==> src/rtl/tri_pwm.sv <==
module tri_pwm #(
  parameter int CNT_W  = 14,
  parameter int NUM_CH = 3,
  parameter int DATA_W = 16,
  parameter int ADDR_W = 3
) (
  input  logic              clk,
  input  logic              rst_n,
  input  logic              wr_en,
  input  logic              rd_en,
  input  logic [ADDR_W-1:0] addr,
  input  logic [DATA_W-1:0] wdata,
  output logic [DATA_W-1:0] rdata,
  input  logic              hw_pause_req,
  output logic [NUM_CH-1:0] pwm_out
);

  localparam int CTRL_W = 3;
  localparam logic [CTRL_W-1:0] CTRL_RST = 3'b100;
  localparam logic [ADDR_W-1:0] A_CTRL = ADDR_W'(0);
  localparam logic [ADDR_W-1:0] A_PER  = ADDR_W'(1);
  localparam int DUTY_BASE = 2;

  logic [CTRL_W-1:0] ctrl_q;
  logic [CNT_W-1:0]  per_q, per_act, cnt_q;
  logic [NUM_CH*CNT_W-1:0] duty_q_flat, duty_act_flat;
  logic [DATA_W-1:0] rd_mux;

  wire run_en   = ctrl_q[0];
  wire sw_pause = ctrl_q[1];
  wire hw_allow = ctrl_q[2];
  wire paused   = sw_pause | (hw_allow & hw_pause_req);
  wire at_wrap  = cnt_q >= per_act;
  wire load_act = !run_en || (!paused && at_wrap);

  always_ff @(posedge clk or negedge rst_n) begin
    if (!rst_n) begin
      ctrl_q <= CTRL_RST;
      per_q  <= '0;
    end else if (wr_en) begin
      if (addr == A_CTRL) ctrl_q <= wdata[CTRL_W-1:0];
      if (addr == A_PER)  per_q  <= wdata[CNT_W-1:0];
    end
  end

  always_ff @(posedge clk or negedge rst_n) begin
    if (!rst_n) begin
      cnt_q   <= '0;
      per_act <= '0;
    end else begin
      if (!run_en)       cnt_q <= '0;
      else if (!paused)  cnt_q <= at_wrap ? '0 : cnt_q + 1'b1;
      if (load_act)      per_act <= per_q;
    end
  end

  for (genvar i = 0; i < NUM_CH; i++) begin : g_ch
    localparam logic [ADDR_W-1:0] A_DUTY = ADDR_W'(DUTY_BASE + i);
    logic [CNT_W-1:0] duty_q, duty_act;

    always_ff @(posedge clk or negedge rst_n) begin
      if (!rst_n)                       duty_q <= '0;
      else if (wr_en && addr == A_DUTY) duty_q <= wdata[CNT_W-1:0];
    end

    always_ff @(posedge clk or negedge rst_n) begin
      if (!rst_n)        duty_act <= '0;
      else if (load_act) duty_act <= duty_q;
    end

    assign duty_q_flat[i*CNT_W +: CNT_W]   = duty_q;
    assign duty_act_flat[i*CNT_W +: CNT_W] = duty_act;
    assign pwm_out[i] = run_en && (cnt_q < duty_act);
  end

  always_comb begin
    rd_mux = '0;
    if (addr == A_CTRL) rd_mux = DATA_W'(ctrl_q);
    if (addr == A_PER)  rd_mux = DATA_W'(per_q);
    for (int i = 0; i < NUM_CH; i++)
      if (addr == ADDR_W'(DUTY_BASE + i)) rd_mux = DATA_W'(duty_q_flat[i*CNT_W +: CNT_W]);
  end

  always_ff @(posedge clk or negedge rst_n) begin
    if (!rst_n)     rdata <= '0;
    else if (rd_en) rdata <= rd_mux;
  end

endmodule

==> config.mk <==
export PLATFORM = sky130hd
export DESIGN_NAME = tri_pwm
export DESIGN_NICKNAME = d
export VERILOG_FILES = /design/src/rtl/tri_pwm.sv
export SDC_FILE = /design/constraint.sdc
export NUM_CORES = 1
export LEC_CHECK = 0
export BUFFER_PORTS_ARGS = -buffer_cell sky130_fd_sc_hd__buf_2
export CAP_MARGIN = 40
export CORE_AREA = 10 10 123 125
export DETAILED_ROUTE_END_ITERATION = 8
export DIE_AREA = 0 0 133 135
export PLACE_DENSITY = 0.86
export SLEW_MARGIN = 20
export SYNTH_ARGS = -nofsm -noshare
export SYNTH_HDL_FRONTEND = slang
export SYNTH_SLANG_ARGS = --single-unit
==> constraint.sdc <==
create_clock -name clk -period 3.3 [get_ports clk]
set_clock_uncertainty 0.2 [all_clocks]
set_input_delay 0.33 -clock clk [delete_from_list [all_inputs] [get_ports clk]]
set_output_delay 0.33 -clock clk [all_outputs]
set_load 0.05 [all_outputs]
==> results.sh, run 1 <==
export IMPL_hp_class="input port to flop"
export IMPL_die_area_mm2=0.01796
export IMPL_finalCriticalPeriod_ns=3.134
export IMPL_cts_htree_levels=4
export IMPL_fin_util_pct=67.31
export IMPL_synth_cell_area_mm2=0.007418
export IMPL_fillers=771
export IMPL_cts_root_buf="clkbuf_16"
export IMPL_synth_top_family_by_area="multiplexers"
export IMPL_synth_ff_type="dfrtp_1"
export IMPL_clkTransAtPathRegs_ns=0.07
export IMPL_cellLeakagePower_nw=4.061
export IMPL_routedWlPerCell_um=21.90
export IMPL_clock_path_buffers=2
export IMPL_dr_total_vias=5410
export IMPL_initial_core_util_pct=59.02
export IMPL_placed_area_mm2=0.007811
export IMPL_finalSetupViolCount=0
export IMPL_stdcell_count=875
export IMPL_grt_max_degree=90
export IMPL_hp_start="wdata[0]"
export IMPL_gp_congestion=0.8975
export IMPL_start_kind="flop"
export IMPL_die_w_um=133
export IMPL_ys_top_cells_by_area="dfrtp_1 48%, mux2_2 16%, ha_1 9.1%"
export IMPL_crit_path_end_kind="primary output"
export IMPL_report_final_slew_viol_count=0
export IMPL_die_h_um=135
export IMPL_via_per_inst=6.183
export IMPL_hold_viol_final=0
export IMPL_synthXorXnorAreaFrac_pct=0.4723
export IMPL_antenna_found_initial=0
export IMPL_ys_seq_elements=143
export IMPL_routed_wl_um=19160
export IMPL_ant_nets=0
export IMPL_setup_ws_ns=0.1665
export IMPL_r2r_cells=8
export IMPL_drive_gt1_share_pct=31.01
export IMPL_cts_tree="built"
export IMPL_async_flop_share_pct=100.0
export IMPL_placed_cells=837
export IMPL_r2r_setup_slack_ns=0.42
export IMPL_register_area_mm2=0.003581
export IMPL_ys_seq_area_share_pct=48.25
export IMPL_track_usage_pct=21.84
export IMPL_synth_cell_types=48
export IMPL_hold_end="g_ch[0].duty_q[0]"
export IMPL_firstDrtPassIters=6
export IMPL_synth_most_common_cell="dfrtp_1"
export IMPL_hpwl_um=12660
export IMPL_overflow=0
export IMPL_syn2layout_area_growth_pct=14.03
export IMPL_ys_warn_count=0
export IMPL_grt_pass1_vias=5837
export IMPL_crit_required_ns=2.77
export IMPL_final_area_mm2=0.008459
export IMPL_yosysTopAreaCell="dfrtp_1"
export IMPL_cp_max_fo=8
export IMPL_port_buffers=38
export IMPL_synth_top_area_share_pct=47.90
export IMPL_reg2reg_to="g_ch[2].duty_act[3]"
export IMPL_drc=0
export IMPL_timing_fmax_mhz=319.1
export IMPL_multi_input_area_mm2=0.003447
export IMPL_p_per_area_mw_per_mm2=778.6
export IMPL_rows=41
export IMPL_holdWs_ns=0.005407
export IMPL_maxSlewHeadroom_pct=47.06
export IMPL_core_area_mm2=0.01257
export IMPL_whs_path_depth=2
export IMPL_clock_latency_ns=0.42
export IMPL_status="completed"
export IMPL_drtIter0Drc=439
export IMPL_max_cap_violations=0
export IMPL_nets=768
export IMPL_cts_buffers=17
export IMPL_preCtsSetupSlack_ns=0.5339
export IMPL_synth_area_per_cell_um2=11.65
export IMPL_worst_setup_path_type="flop to primary output"
export IMPL_synthMuxAreaShare_pct=20.58
export IMPL_rr_startpoint="cnt_q[11]"
export IMPL_grt_setup_unrepaired="false"
export IMPL_period_share_pct=94.96
export IMPL_synth_commonest_cells="142 x dfrtp_1, 108 x mux2_2, 62 x inv_1"
export IMPL_grt_pass1_wl_um=31330
export IMPL_antenna_cells=0
export IMPL_synth_compound_area_share_pct=9.378
export IMPL_worst_slew_pin_slew_ns=0.7941
export IMPL_ir_drop_v=0.0005197
export IMPL_tns_ns=0
export IMPL_power_mw=6.587
export IMPL_synthAdderAreaFrac_pct=9.108
export IMPL_clock_sinks=143
export IMPL_cp_arrival_ns=2.60
export IMPL_yosys_area_share_simple_pct=6.831
export IMPL_syn_inst=637
export IMPL_synth_enable_flop_cells=0
export IMPL_ios=43
worst max-delay path by stage:
stage	slack [ns]	to	startpoint	cells past startpoint
2_1_floorplan	0.27	pwm_out[2]	cnt_q[7]	6
5_1_grt	0.06	pwm_out[1]	cnt_q[7]	7
3_5_place_dp	0.53	pwm_out[1]	cnt_q[7]	7
4_1_cts	0.07	pwm_out[1]	cnt_q[7]	7
3_3_place_gp	0.60	pwm_out[1]	cnt_q[7]	7
6_report	0.17	pwm_out[2]	cnt_q[7]	7
final cells by class:
class                           instances  share of cell area (%)
Sequential cell                       143                   42.33
Multi-Input combinational cell        405                   40.75
Clock buffer                           18                   5.192
Timing Repair Buffer                   61                   4.718
Inverter                               62                   2.751
Tap cell                              172                   2.544
Clock inverter                         14                   1.716
cells in the final DEF (no fill, tap or decap), drive strengths merged, types with 2 or more instances in the layout:
master         n
nor3           2
clkbuf        19
xor2           3
nor3b          2
nand3          6
mux2i          4
inv           71
nor2          35
a211o          2
dlygate4sd3    6
ha            54
and2           3
o2111ai        3
or3            6
nor2b          7
nand4          8
dfrtp        142
nor4           2
a31oi          3
o221ai         3
a21o           8
a22oi         14
conb           2
a32o           3
nand2b         3
o21a           6
o21ai         14
buf           54
a311oi         2
or2            3
clkinv         3
mux2         126
a21oi         48
nand4b         2
nand2         23
kinds of logic after synthesis:
kind of cell,count (synthesis)
muxes,130
other,1
DFF,143
AOI/OAI and AO/OA,111
adders and majority gates,54
xor gates and xnor gates,4
and+or+nand+nor,104
buffers and inverters,90
sequential cells by signal (all words and copies together), names as in the netlist:
register	cells
rdata	14
per_q	14
cnt_q	14
per_act	14
g_ch.duty_act	42
ctrl_q	3
g_ch.duty_q	42
per-layer routing:
metal	wire (µm)	up-vias	global-route usage (%)	share of wire, %
met5	0	-	0	0
met4	757	0	11.37	4.0
met3	1222	69	5.527	6.4
met2	9674	264	37.33	50
met1	7509	2722	24.78	39
li1	-	2355	-	-
what timing repair did:
action | CTS | global route
resized for setup | 0 | 3
hold buffers | 6 | 0
endpoints found under the setup margin | 0 | 1
setup buffers | 0 | 0
endpoints found under the hold margin | 95 | 0
critical path: stages (launching register included):
cell and delay (ns):
dfrtp_2 0.49, ha_1 0.37, a21o_1 0.18, a21o_1 0.17, a21oi_1 0.19, nor2_1 0.07, a311oi_1 0.38, buf_2 0.35
where the power goes:
part	total [mW]	switching [mW]	internal, mW
Sequential	2.72	0.426	2.29
Clock	1.89	0.807	1.09
Combinational	1.97	1.02	0.953
No activity file was read; power rests on OpenSTA's default activity.
==> inputs of run 2 (changes only) <==
--- a/config.mk
+++ b/config.mk
@@ -5,12 +5,13 @@
 export SDC_FILE = /design/constraint.sdc
 export NUM_CORES = 1
 export LEC_CHECK = 0
+export ABC_AREA = 1
 export BUFFER_PORTS_ARGS = -buffer_cell sky130_fd_sc_hd__buf_2
 export CAP_MARGIN = 40
 export CORE_AREA = 10 10 123 125
 export DETAILED_ROUTE_END_ITERATION = 8
 export DIE_AREA = 0 0 133 135
-export PLACE_DENSITY = 0.86
+export PLACE_DENSITY = 0.87
 export SLEW_MARGIN = 20
 export SYNTH_ARGS = -nofsm -noshare
 export SYNTH_HDL_FRONTEND = slang
==> results.sh, run 2 <==
export IMPL_report_final_slew_viol_count=0
export IMPL_firstDrtPassIters=5
export IMPL_antenna_found_initial=0
export IMPL_period_share_pct=88.57
export IMPL_multi_input_area_mm2=0.003261
export IMPL_fillers=937
export IMPL_hold_viol_final=0
export IMPL_r2r_cells=10
export IMPL_gp_congestion=0.8761
export IMPL_r2r_setup_slack_ns=0.67
export IMPL_synth_enable_flop_cells=0
export IMPL_routed_wl_um=19200
export IMPL_ys_warn_count=0
export IMPL_timing_fmax_mhz=342.1
export IMPL_hold_end="per_q[10]"
export IMPL_final_common_cell="nand2_1"
export IMPL_cp_arrival_ns=2.39
export IMPL_whs_path_depth=3
export IMPL_ys_seq_area_share_pct=47.86
export IMPL_synth_area_per_cell_um2=8.069
export IMPL_synth_commonest_cells="269 x nand2_1, 142 x dfrtp_1, 116 x inv_1"
export IMPL_cts_root_buf="clkbuf_16"
export IMPL_rows=41
export IMPL_largestRegisters="g_ch.duty_act x42, g_ch.duty_q x42"
export IMPL_grt_pass1_vias=6420
export IMPL_maxSlewHeadroom_pct=45.31
export IMPL_nets=1036
export IMPL_cellLeakagePower_nw=4.429
export IMPL_cts_htree_levels=4
export IMPL_mostFrequentLayoutCells="269 x nand2_1, 142 x dfrtp_1, 116 x inv_1, 91 x o21ai_0, 88 x nand3_1"
export IMPL_ys_seq_elements=143
export IMPL_syn_inst=927
export IMPL_worst_setup_path_type="flop to primary output"
export IMPL_synth_top_area_share_pct=47.51
export IMPL_gr_usage_met3_pct=5.267
export IMPL_die_area_mm2=0.01796
export IMPL_track_usage_pct=21.69
export IMPL_async_flop_share_pct=100.0
export IMPL_slowest_delay_ns=0.52
export IMPL_syn2layout_area_growth_pct=11.49
export IMPL_crit_top_cell="o21ai_0"
export IMPL_worst_slew_pin_slew_ns=0.8185
export IMPL_ys_top_cells_by_area="dfrtp_1 48%, nand2_1 13%, ha_1 9.0%"
export IMPL_clock_latency_ns=0.42
export IMPL_synth_cell_types=28
export IMPL_cp_slowest_cell="dfrtp_1"
export IMPL_register_area_mm2=0.003580
export IMPL_crit_chain="ha_1, a21oi_1, o21ai_0, o21ai_0, nand2_1, nor2_1, buf_2"
export IMPL_die_w_um=133
export IMPL_port_buffers=38
export IMPL_grt_setup_unrepaired="false"
export IMPL_fin_util_pct=66.35
export IMPL_met2_usage_pct=36.16
export IMPL_drtIter0Drc=626
export IMPL_cp_max_fo=9
export IMPL_status="completed"
export IMPL_max_cap_violations=0
export IMPL_cts_resized=0
export IMPL_use_met1_pct=26.44
export IMPL_routedWlPerCell_um=16.80
export IMPL_rr_startpoint="cnt_q[5]"
export IMPL_die_h_um=135
export IMPL_power_mw=5.840
export IMPL_grt_busiest_layer="met2"
export IMPL_finalSetupViolCount=0
export IMPL_clkTransAtPathRegs_ns=0.06
export IMPL_drc=0
export IMPL_cts_hold_buf=1
export IMPL_overflow=0
export IMPL_synth_most_common_cell="nand2_1"
export IMPL_drive_gt1_share_pct=9.372
export IMPL_synth_ff_type="dfrtp_1"
export IMPL_crit_family="flip-flops"
export IMPL_cts_buffers=17
export IMPL_crit_required_ns=2.77
export IMPL_antenna_cells=0
export IMPL_finalCriticalPeriod_ns=2.923
export IMPL_cts_setup_buffers=0
export IMPL_yosysTopAreaCell="dfrtp_1"
export IMPL_core_area_mm2=0.01257
export IMPL_synth_cell_area_mm2=0.007480
export IMPL_clock_path_buffers=2
export IMPL_reg2reg_to="per_act[6]"
export IMPL_hpwl_um=12450
export IMPL_via_per_inst=5.688
export IMPL_ir_drop_v=0.0004050
export IMPL_hp_start="wdata[10]"
export IMPL_grt_pass1_wl_um=31420
export IMPL_ant_nets=0
export IMPL_dr_total_vias=6501
export IMPL_grt_max_degree=83
export IMPL_start_kind="flop"
export IMPL_hp_class="input port to flop"
export IMPL_cts_tree="built"
export IMPL_path_buf_inv=1
export IMPL_initial_core_util_pct=59.51
export IMPL_ios=43
export IMPL_p_per_area_mw_per_mm2=700.3
export IMPL_tns_ns=0
export IMPL_crit_path_end_kind="primary output"
export IMPL_clock_sinks=143
## run 2: final cells by class
cell class              instances  share of cell area, %
inverters                     117                  5.266
flip-flops and latches        143                  42.93
repair buffers                 48                  3.436
clock inverters                13                  1.260
clock buffers                  19                  5.431
well taps                     172                  2.581
multi-input cells             631                  39.10
## run 2: worst max path at each step
stage	startpoint	endpoint	slack (ns)	cells after the start
after global placement	cnt_q[5]	g_ch[1].duty_act[4]	0.85	11
after floorplan	cnt_q[5]	pwm_out[1]	0.92	6
after global routing	cnt_q[5]	pwm_out[2]	0.26	7
after detailed placement	cnt_q[5]	pwm_out[2]	0.82	7
final	cnt_q[5]	pwm_out[1]	0.38	7
after CTS	cnt_q[5]	pwm_out[2]	0.37	7
## run 2: logic make-up (layout without fill, tap and decap cells)
| logic type | count (synthesis) | in the layout | share of synthesized area (%) |
|---|---|---|---|
| other | 1 | 2 | 0.05014 |
| AND/OR/NAND/NOR | 425 | 425 | 23.67 |
| buffers and inverters | 154 | 197 | 8.598 |
| adder cells (fa/ha/maj) | 54 | 54 | 9.033 |
| XOR/XNOR | 10 | 10 | 1.171 |
| AO/OA/AOI/OAI | 140 | 140 | 9.619 |
| flip-flops | 143 | 143 | 47.86 |
## run 2: metrics by stage
step	worst slack (ns)	hold WS, ns	instance area, µm²	instances
floorplan	0.9240	-0.1656	7483	928
global placement	0.8535	0.2206	7771	1110
detailed placement	0.8179	0.2151	7771	1110
CTS	0.3722	0.009378	8339	1143
global route	0.2617	0.02160	8339	1143
finish	0.3773	0.01672	8339	1143
## run 2: layer usage
metal | wire [µm] | vias up
li1 | - | 3048
met1 | 7544 | 3073
met2 | 9356 | 328
met3 | 1794 | 52
met4 | 506 | 0
met5 | 0 | -
## run 2: power breakdown
| part | total, mW | internal (mW) | switching, mW |
|---|---|---|---|
| combinational | 1.57 | 0.505 | 1.07 |
| sequential | 2.49 | 2.18 | 0.305 |
| clock | 1.78 | 1.01 | 0.772 |
## run 2: worst min-delay path, stage by stage
cell	delay (ns)
buf_2	0.07
inv_1	0.05
o21ai_0	0.15
